<file path="config.mk">
export PLATFORM = sky130hd
export DESIGN_NAME = tty_port_ctrl
export DESIGN_NICKNAME = d
export VERILOG_FILES = /design/src/rtl/tty_pkg.sv /design/src/rtl/tty_tx_hold.sv /design/src/rtl/tty_ctrl_core.sv /design/src/rtl/tty_port_ctrl.sv
export SDC_FILE = /design/constraint.sdc
export NUM_CORES = 1
export LEC_CHECK = 0
export BUFFER_PORTS_ARGS = -buffer_cell sky130_fd_sc_hd__buf_4
export CORE_MARGIN = 2
export CORE_UTILIZATION = 31
export CTS_CLUSTER_SIZE = 8
export DETAILED_ROUTE_END_ITERATION = 6
export GPL_ROUTABILITY_DRIVEN = 0
export GPL_TIMING_DRIVEN = 0
export SLEW_MARGIN = 10
export SYNTH_ARGS = -nofsm -noshare
export SYNTH_HDL_FRONTEND = slang
export SYNTH_HIERARCHICAL = 1
export SYNTH_SLANG_ARGS = --single-unit
</file>
<file path="constraint.sdc">
create_clock -name clk_i -period 1.4 [get_ports clk_i]
set_clock_uncertainty 0.15 [all_clocks]
set_input_delay 0.07 -clock clk_i [delete_from_list [all_inputs] [get_ports clk_i]]
set_output_delay 0.07 -clock clk_i [all_outputs]
set_load 0.01 [all_outputs]
</file>
<file path="src/rtl/tty_pkg.sv">
package tty_pkg;
  localparam int unsigned BYTE_W = 8;

  typedef enum logic [1:0] {
    OP_CMD    = 2'b00,
    OP_RDATA  = 2'b01,
    OP_WDATA  = 2'b10,
    OP_STATUS = 2'b11
  } bus_op_e;

  // command field positions (low bit of each 2-bit field)
  localparam int unsigned CMD_ARM_LSB = 6;
  localparam int unsigned CMD_DPX_LSB = 4;
  localparam int unsigned CMD_DIR_LSB = 2;

  // status bit positions
  localparam int unsigned ST_OVR  = 7;
  localparam int unsigned ST_BRK  = 5;
  localparam int unsigned ST_BUSY = 3;
  localparam int unsigned ST_EXC  = 2;

  function automatic logic apply_field(input logic [1:0] f, input logic cur);
    case (f)
      2'b01:   return 1'b1;
      2'b10:   return 1'b0;
      default: return cur;
    endcase
  endfunction
endpackage

</file>
<file path="src/rtl/tty_tx_hold.sv">
module tty_tx_hold #(
  parameter int unsigned DW = 8
) (
  input  logic          clk_i,
  input  logic          rst_ni,
  input  logic          host_we_i,
  input  logic [DW-1:0] host_data_i,
  input  logic          echo_req_i,
  input  logic [DW-1:0] echo_data_i,
  input  logic          tx_ready_i,
  output logic          tx_valid_o,
  output logic [DW-1:0] tx_data_o,
  output logic          host_done_o,
  output logic          idle_o
);
  logic          valid_q, echo_q;
  logic [DW-1:0] data_q;
  logic          accept;

  assign accept = valid_q && tx_ready_i;

  always_ff @(posedge clk_i or negedge rst_ni) begin
    if (!rst_ni) begin
      valid_q <= 1'b0;
      echo_q  <= 1'b0;
      data_q  <= '0;
    end else if (host_we_i) begin
      valid_q <= 1'b1;
      echo_q  <= 1'b0;
      data_q  <= host_data_i;
    end else if (accept) begin
      valid_q <= 1'b0;
      echo_q  <= 1'b0;
    end else if (echo_req_i && !valid_q) begin
      valid_q <= 1'b1;
      echo_q  <= 1'b1;
      data_q  <= echo_data_i;
    end
  end

  assign tx_valid_o  = valid_q;
  assign tx_data_o   = data_q;
  assign host_done_o = accept && !echo_q;
  assign idle_o      = !valid_q;

  assert_hold_stable_R7: assert property (@(posedge clk_i) disable iff (!rst_ni)
    valid_q && !tx_ready_i && !host_we_i |=> valid_q && $stable(data_q));

  assert_echo_7bit_R11: assert property (@(posedge clk_i) disable iff (!rst_ni)
    valid_q && echo_q |-> !data_q[DW-1]);
endmodule

</file>
<file path="src/rtl/tty_ctrl_core.sv">
module tty_ctrl_core
  import tty_pkg::*;
(
  input  logic              clk_i,
  input  logic              rst_ni,
  input  logic              cmd_we_i,
  input  logic              rd_re_i,
  input  logic              wr_we_i,
  input  logic [BYTE_W-1:0] wdata_i,
  input  logic              rx_stb_i,
  input  logic [BYTE_W-1:0] rx_data_i,
  input  logic              rx_brk_i,
  input  logic              tx_done_i,
  input  logic              tx_idle_i,
  output logic [BYTE_W-1:0] status_o,
  output logic [BYTE_W-1:0] rx_buf_o,
  output logic              echo_req_o,
  output logic [BYTE_W-1:0] echo_data_o,
  output logic              irq_o
);
  logic rd_q, fdx_q, arm_q, busy_q, ovr_q, brk_q, pend_q, irq_q;
  logic rd_d, fdx_d, arm_d, busy_d, ovr_d, brk_d, pend_d, irq_d;
  logic [BYTE_W-1:0] buf_q, buf_d;

  always_comb begin
    rd_d = rd_q; fdx_d = fdx_q; arm_d = arm_q; busy_d = busy_q;
    ovr_d = ovr_q; brk_d = brk_q; pend_d = pend_q; irq_d = irq_q;
    buf_d = buf_q;
    if (cmd_we_i) begin
      arm_d = apply_field(wdata_i[CMD_ARM_LSB +: 2], arm_q);
      fdx_d = apply_field(wdata_i[CMD_DPX_LSB +: 2], fdx_q);
      rd_d  = apply_field(wdata_i[CMD_DIR_LSB +: 2], rd_q);
      if (rd_d != rd_q) begin
        ovr_d = 1'b0;
        brk_d = 1'b0;
        if (rd_d ? pend_q : tx_idle_i) begin
          busy_d = 1'b0;
          if (arm_d) irq_d = 1'b1;
        end else begin
          busy_d = 1'b1;
          irq_d  = 1'b0;
        end
      end else begin
        ovr_d = 1'b0;
      end
    end
    if (rd_re_i) begin
      pend_d = 1'b0;
      if (rd_q) begin
        busy_d = 1'b1;
        ovr_d  = 1'b0;
      end
    end
    if (tx_done_i && !rd_d) begin
      busy_d = 1'b0;
      if (arm_d) irq_d = 1'b1;
    end
    if (wr_we_i && !rd_q) busy_d = 1'b1;
    if (rx_stb_i) begin
      brk_d = rx_brk_i;
      buf_d = rx_brk_i ? '0 : rx_data_i;
      if (rd_d) begin
        busy_d = 1'b0;
        if (arm_d)  irq_d = 1'b1;
        if (pend_d) ovr_d = 1'b1;
      end
      pend_d = 1'b1;
    end
  end

  always_ff @(posedge clk_i or negedge rst_ni) begin
    if (!rst_ni) begin
      rd_q <= 1'b1; fdx_q <= 1'b1; arm_q <= 1'b0; busy_q <= 1'b1;
      ovr_q <= 1'b0; brk_q <= 1'b0; pend_q <= 1'b0; irq_q <= 1'b0;
      buf_q <= '0;
    end else begin
      rd_q <= rd_d; fdx_q <= fdx_d; arm_q <= arm_d; busy_q <= busy_d;
      ovr_q <= ovr_d; brk_q <= brk_d; pend_q <= pend_d; irq_q <= irq_d;
      buf_q <= buf_d;
    end
  end

  always_comb begin
    status_o          = '0;
    status_o[ST_OVR]  = ovr_q;
    status_o[ST_BRK]  = brk_q;
    status_o[ST_BUSY] = busy_q;
    status_o[ST_EXC]  = ovr_q | brk_q;
  end

  assign rx_buf_o    = buf_q;
  assign echo_req_o  = rx_stb_i && !rx_brk_i && !fdx_q;
  assign echo_data_o = {1'b0, rx_data_i[BYTE_W-2:0]};
  assign irq_o       = irq_q;

  assert_rd_sets_busy_R6: assert property (@(posedge clk_i) disable iff (!rst_ni)
    rd_re_i && rd_q && !cmd_we_i && !rx_stb_i |=> busy_q && !ovr_q);

  assert_wr_sets_busy_R7: assert property (@(posedge clk_i) disable iff (!rst_ni)
    wr_we_i && !rd_q && !cmd_we_i |=> busy_q);

  assert_overrun_R9: assert property (@(posedge clk_i) disable iff (!rst_ni)
    rx_stb_i && rd_q && pend_q && !cmd_we_i && !rd_re_i |=> ovr_q);

  assert_irq_armed_R12: assert property (@(posedge clk_i) disable iff (!rst_ni)
    $rose(irq_q) |-> arm_q);
endmodule

</file>
<file path="src/rtl/tty_port_ctrl.sv">
module tty_port_ctrl
  import tty_pkg::*;
(
  input  logic              clk_i,
  input  logic              rst_ni,
  input  logic              bus_stb_i,
  input  logic [1:0]        bus_op_i,
  input  logic [BYTE_W-1:0] bus_wdata_i,
  output logic [BYTE_W-1:0] bus_rdata_o,
  input  logic              rx_stb_i,
  input  logic [BYTE_W-1:0] rx_data_i,
  input  logic              rx_brk_i,
  output logic              tx_valid_o,
  output logic [BYTE_W-1:0] tx_data_o,
  input  logic              tx_ready_i,
  output logic              irq_o
);
  logic cmd_we, rd_re, wr_we, st_re;
  logic tx_done, tx_idle, echo_req;
  logic [BYTE_W-1:0] status, rx_buf, echo_data;

  assign cmd_we = bus_stb_i && (bus_op_i == OP_CMD);
  assign rd_re  = bus_stb_i && (bus_op_i == OP_RDATA);
  assign wr_we  = bus_stb_i && (bus_op_i == OP_WDATA);
  assign st_re  = bus_stb_i && (bus_op_i == OP_STATUS);

  tty_ctrl_core u_core (
    .clk_i, .rst_ni,
    .cmd_we_i(cmd_we), .rd_re_i(rd_re), .wr_we_i(wr_we), .wdata_i(bus_wdata_i),
    .rx_stb_i, .rx_data_i, .rx_brk_i,
    .tx_done_i(tx_done), .tx_idle_i(tx_idle),
    .status_o(status), .rx_buf_o(rx_buf),
    .echo_req_o(echo_req), .echo_data_o(echo_data), .irq_o
  );

  tty_tx_hold #(.DW(BYTE_W)) u_tx (
    .clk_i, .rst_ni,
    .host_we_i(wr_we), .host_data_i(bus_wdata_i),
    .echo_req_i(echo_req), .echo_data_i(echo_data),
    .tx_ready_i, .tx_valid_o, .tx_data_o,
    .host_done_o(tx_done), .idle_o(tx_idle)
  );

  always_comb begin
    bus_rdata_o = '0;
    if (rd_re)      bus_rdata_o = rx_buf;
    else if (st_re) bus_rdata_o = status;
  end
endmodule

</file>
# Word-level counts from Yosys, hierarchy flattened
# Index checks and enable logic that the tools add are counted.
# totals
elab_cells,97
ff_bits,26
out_inout_bits,18
input_bits,24
# op_classes
muxes,47
reduce_logical,26
bitwise_logic,1
eq_ne,11
# ops
cell,n
8-bit two-way mux,6
1-bit two-way mux,38
1-bit logical AND,11
2-bit == test (second input constant),5
2-bit by 1-bit == test with 1-bit output (second input constant),4
2-bit nonzero test,4
1-bit logical NOT,6
1-bit case mux with 2 select lines,3
2-bit AND reduction,3
3-bit nonzero test,1
2-bit logical NOT,1
2-bit != test (second input constant),1
1-bit != test,1
1-bit bitwise OR,1

# Longest topological paths before layout
# logic_depth
ltp_word,13
mapped_depth,6

# Cells and area by module
# Netlist, hierarchy kept.
# by_module_without_submodules
module,cells_per_inst,instances,area_each_um2
tty_ctrl_core,100,1,929.6
tty_tx_hold,53,1,633.1
tty_port_ctrl,21,1,152.6

# Worst setup path after synthesis
# Ideal clock, no wire load.
# synth_path
path_kind,input-to-reg
from,input rx_stb_i
to,register u_tx.data_q[0] (netlist: u_tx/tx_data_o[0])
stages,6
t_required_ns,1.114
arrival_time_ns,1.308
setup_slack_ns,-0.195
cell_sequence,buf_2 nor2b_1 nor2b_1 nor2b_4 buf_12 o311ai_2
# synth_between
elab_chain_cells,5
# synth_lines
element,line_no,text
start: declaration,tty_port_ctrl.sv:10,"input logic rx_stb_i,"
1-bit logical AND (2 in series),tty_ctrl_core.sv:92,assign echo_req_o = rx_stb_i && !rx_brk_i && !fdx_q;
via echo_req,tty_port_ctrl.sv:19,"logic tx_done, tx_idle, echo_req;"
1-bit logical AND,tty_tx_hold.sv:34,end else if (echo_req_i && !valid_q) begin
2-bit nonzero test (no line),n/a,
2-bit AND reduction (no line),n/a,
end signal: assignment,tty_tx_hold.sv:30,data_q <= host_data_i;
end signal: assignment,tty_tx_hold.sv:37,data_q <= echo_data_i;
end: declaration,tty_tx_hold.sv:17,logic [DW-1:0] data_q;
# The timed path passes the listed nets, and every way through them passes these cells.
# A chain may end at the register's enable or synchronous reset.

# Worst setup path after layout
# layout_path
from,register u_core.rd_q
to,register u_core.busy_q
# layout_between
elab_chain_cells,12
# layout_lines
element,line_no,text
start: declaration,tty_ctrl_core.sv:21,"logic rd_q, fdx_q, arm_q, busy_q, ovr_q, brk_q, pend_q, irq_q;"
start signal: assignment,tty_ctrl_core.sv:73,rd_q <= 1'b1; fdx_q <= 1'b1; arm_q <= 1'b0; busy_q <= 1'b1;
start signal: assignment,tty_ctrl_core.sv:77,rd_q <= rd_d; fdx_q <= fdx_d; arm_q <= arm_d; busy_q <= busy_d;
1-bit case mux with 2 select lines,tty_pkg.sv:23,case (f)
1-bit two-way mux,tty_ctrl_core.sv:29,if (cmd_we_i) begin
1-bit two-way mux (2 in series),tty_ctrl_core.sv:36,if (rd_d ? pend_q : tx_idle_i) begin
1-bit two-way mux,tty_ctrl_core.sv:33,if (rd_d != rd_q) begin
1-bit two-way mux,tty_ctrl_core.sv:29,
1-bit two-way mux,tty_ctrl_core.sv:49,if (rd_q) begin
1-bit two-way mux,tty_ctrl_core.sv:47,if (rd_re_i) begin
1-bit two-way mux,tty_ctrl_core.sv:54,if (tx_done_i && !rd_d) begin
1-bit two-way mux,tty_ctrl_core.sv:58,if (wr_we_i && !rd_q) busy_d = 1'b1;
1-bit two-way mux,tty_ctrl_core.sv:62,if (rd_d) begin
1-bit two-way mux (*),tty_ctrl_core.sv:59,if (rx_stb_i) begin
via u_core.busy_d,tty_ctrl_core.sv:22,"logic rd_d, fdx_d, arm_d, busy_d, ovr_d, brk_d, pend_d, irq_d;"
end signal: assignment,tty_ctrl_core.sv:73,
end signal: assignment,tty_ctrl_core.sv:77,
end: declaration,tty_ctrl_core.sv:21,
# Mark *: on every way through the listed nets, which the timed path passes. The rest lies on a longest branch. The select of a mux whose other input is x is not followed.

==> metrics <==
outcome=finished, violations left; violated checks=hold timing, setup timing; fin nets=285; max cap viols=0; # setup viols final=5; setup ws final=-0.0840 ns; delay-heaviest family, CP=compound AO/OA/AOI/OAI gates; # rows=27; Synth Flop Type=dfrtp_1; Synth area leader=dfrtp_1; Initial Util=a little under a third; CP peak stage delay=0.59 ns; Sink Count=26; number of flops mapped to enable cells by yosys=0; ranking of synthesized cells by area=dfrtp_1 (34%), o311ai_2 (7.6%), buf_4 (7.0%), mux2i_1 (6.4%), inv_1 (5.3%); Hold Path Class=input pin to flip-flop; CP Launch Type=flip-flop; final WL=4.37 mm; Area Growth Syn to Fin=50.3%; diode count=0; most frequent cells in the layout=buf_4 (63), dlygate4sd3_1 (25), inv_1 (23); clk slew on worst S/H paths=0.10 ns; Syn Inst Count=between 150 and 200; post-route clock period utilization=106%; Slowest-stage cell, CP=dfstp_2; Clock Tree Buf Depth=2; endpoints failing hold=1; Residual DRC=0; syn avg cell area=9.86 sq um; Ports=42; CP max FO=5; final non-filler cell total=329; pwr dens=967 nW/um^2; clock tree from TritonCTS=yes; YS warnings=6; antenna-violating nets left=0; Critical Path RT=1.46 ns; vias per cell=4.42; routed len/inst=13.3 um; clk root buf=clkbuf_8; crit end category=flip-flop; CTS H-tree lvls=1; total power=between 0.002 and 0.0025 W; Detailed Place HPWL=2.92 mm; Die Y=78.4 um; 1st-pass router iterations=4; Die Wd=78.4 um; Yosys top cell area share=33.6%; DR vias=1455; total global routing overflow=0; vias in the first global route=1521; worst-path cell chain=nor3b_2 -> o21a_1 -> a211o_1 -> a32o_1; gr usage total=15.0%; Port Buffers=40; antenna violations before repair=0; CP Buf/Inv Count=0; DRT iter0 DRCs=49; first-pass GRT wire length=7.29 mm; Clk Latency, worst-skew pair=0.27 ns; Hold Slack=-0.0395 ns; most common cell after layout, fill and taps aside=buf_4; Synth Cell Area=1720 sq um; WS Path Type=flip-flop to flip-flop; die area=6140 sq um; FFs w/ async S/R, synth=100%; RSZ-0062 raised after global routing=yes; CP arrival=1.55 ns; leakage=between 1 and 1.5 nW; sequential-to-total area share from yosys stat=38.1%; synthesized flop and latch total=26; f_max=about 0.67 GHz; Setup TNS Final=-0.283 ns; Max IR drop VDD=~0.59 mV; post-synthesis cell type count=36; cts bufs inserted=3; pin count of the biggest net entering global routing=27; crit path time final=1.48 ns; fin. max-slew vios=0; dpl cells=290; core area=roughly 5400 sq um; layout cells sized above 1=40.1%
## routing by layer
| metal | vias to the layer above | part of all wire (%) | GRT usage, % |
|---|---|---|---|
| met5 | - | 0 | 0 |
| met2 | 27 | 46 | 25.8 |
| met3 | 2 | 2.9 | 1.72 |
| li1 | 731 | - | - |
| met1 | 695 | 50 | 20.2 |
| met4 | 0 | 0.34 | 3.16 |
## where the power goes
part	switching (W)	total, W	internal [W]
clock	0.000244	0.000495	0.000251
combinational	0.000388	0.000972	0.000584
sequential	0.000105	0.00102	0.000919
total	0.000737	0.00249	0.00175
## registers in the layout, summed over array words and instances (netlist names)
register / count
u_core/ovr_q: 1
u_core/brk_q: 1
u_core/irq_o: 1
u_core/rx_buf_o: 8
u_tx/echo_q: 1
u_core/fdx_q: 1
u_tx/tx_valid_o: 1
u_core/arm_q: 1
u_core/busy_q: 1
u_core/pend_q: 1
u_tx/tx_data_o: 8
u_core/rd_q: 1
## worst min-delay path, cell delays in order
cell and delay, ns:
buf_4 0.10, nor2b_2 0.05, nand2_1 0.06, o21ai_1 0.06
## repair_timing
action / in CTS / in global routing
endpoints found under the setup margin: 5 / 8
gates resized for setup: 6 / 9
hold buffers: 26 / 0
pin swaps: 3 / 5
setup buffers: 11 / 2
cloned: 0 / 0
endpoints found under the hold margin: 46 / 0
## final timing paths
kind / cells after the start / to / start / slack (ns)
min in group asynchronous: 2 / u_core/irq_o / rst_ni / 0.09
max: 4 / u_core/busy_q / u_core/rd_q / -0.08
max reg2reg: 4 / u_core/busy_q / u_core/rd_q / -0.08
max in group asynchronous: 2 / u_core/fdx_q / rst_ni / 0.69
min reg2reg: 2 / u_core/fdx_q / u_core/fdx_q / 0.35
min: 4 / u_core/rx_buf_o[6] / rx_brk_i / -0.04
## layout make-up
| cell class | instances | area (sq um) |
|---|---|---|
| multi-input cells | 106 | 867 |
| flip-flops and latches | 26 | 656 |
| repair buffers | 78 | 663 |
| inverters | 24 | 90.1 |
| fillers | 517 | 2860 |
| clock buffers | 4 | 55.1 |
| plain buffers | 19 | 156 |
| well taps | 72 | 90.1 |
## kinds of logic after synthesis
kind of cell	Yosys count	synth area share (%)
AO/OA/AOI/OAI	29	15.5
XOR/XNOR	1	0.511
adder cells (fa/ha/maj)	3	2.19
buffers and inverters	46	15.5
flip-flops	26	38.1
multiplexers	12	7.08
other	1	0.219
AND/OR/NAND/NOR	56	20.8
## cells in the mapped netlist (2+ instances only)
library cell and count:
inv_1 24, dfrtp_1 23, nand2_1 18, buf_4 16, o21ai_0 12, mux2i_1 11, nor2_1 9, nand4bb_1 8
o311ai_2 8, nand3b_1 5, dfstp_2 3, ha_1 3, nand2b_1 3, nor3b_1 3, a211o_1 2, and3b_2 2
buf_6 2, nor2b_1 2, nor2b_4 2, or2b_1 2
## through the flow
stage | util, % | setup WS [ns] | hold slack, ns | area, sq um
2_1_floorplan | - | -0.100 | -0.376 | 1770
3_3_place_gp | 39.6 | -0.435 | -0.147 | 2160
5_1_grt | 47.4 | -0.140 | 0.0102 | 2580
4_1_cts | 47.0 | -0.0672 | 0.00266 | 2550
6_report | 47.4 | -0.0840 | -0.0395 | 2580
3_5_place_dp | 39.6 | -0.452 | -0.139 | 2160
Note: power is estimated with default switching activity, not from simulation.
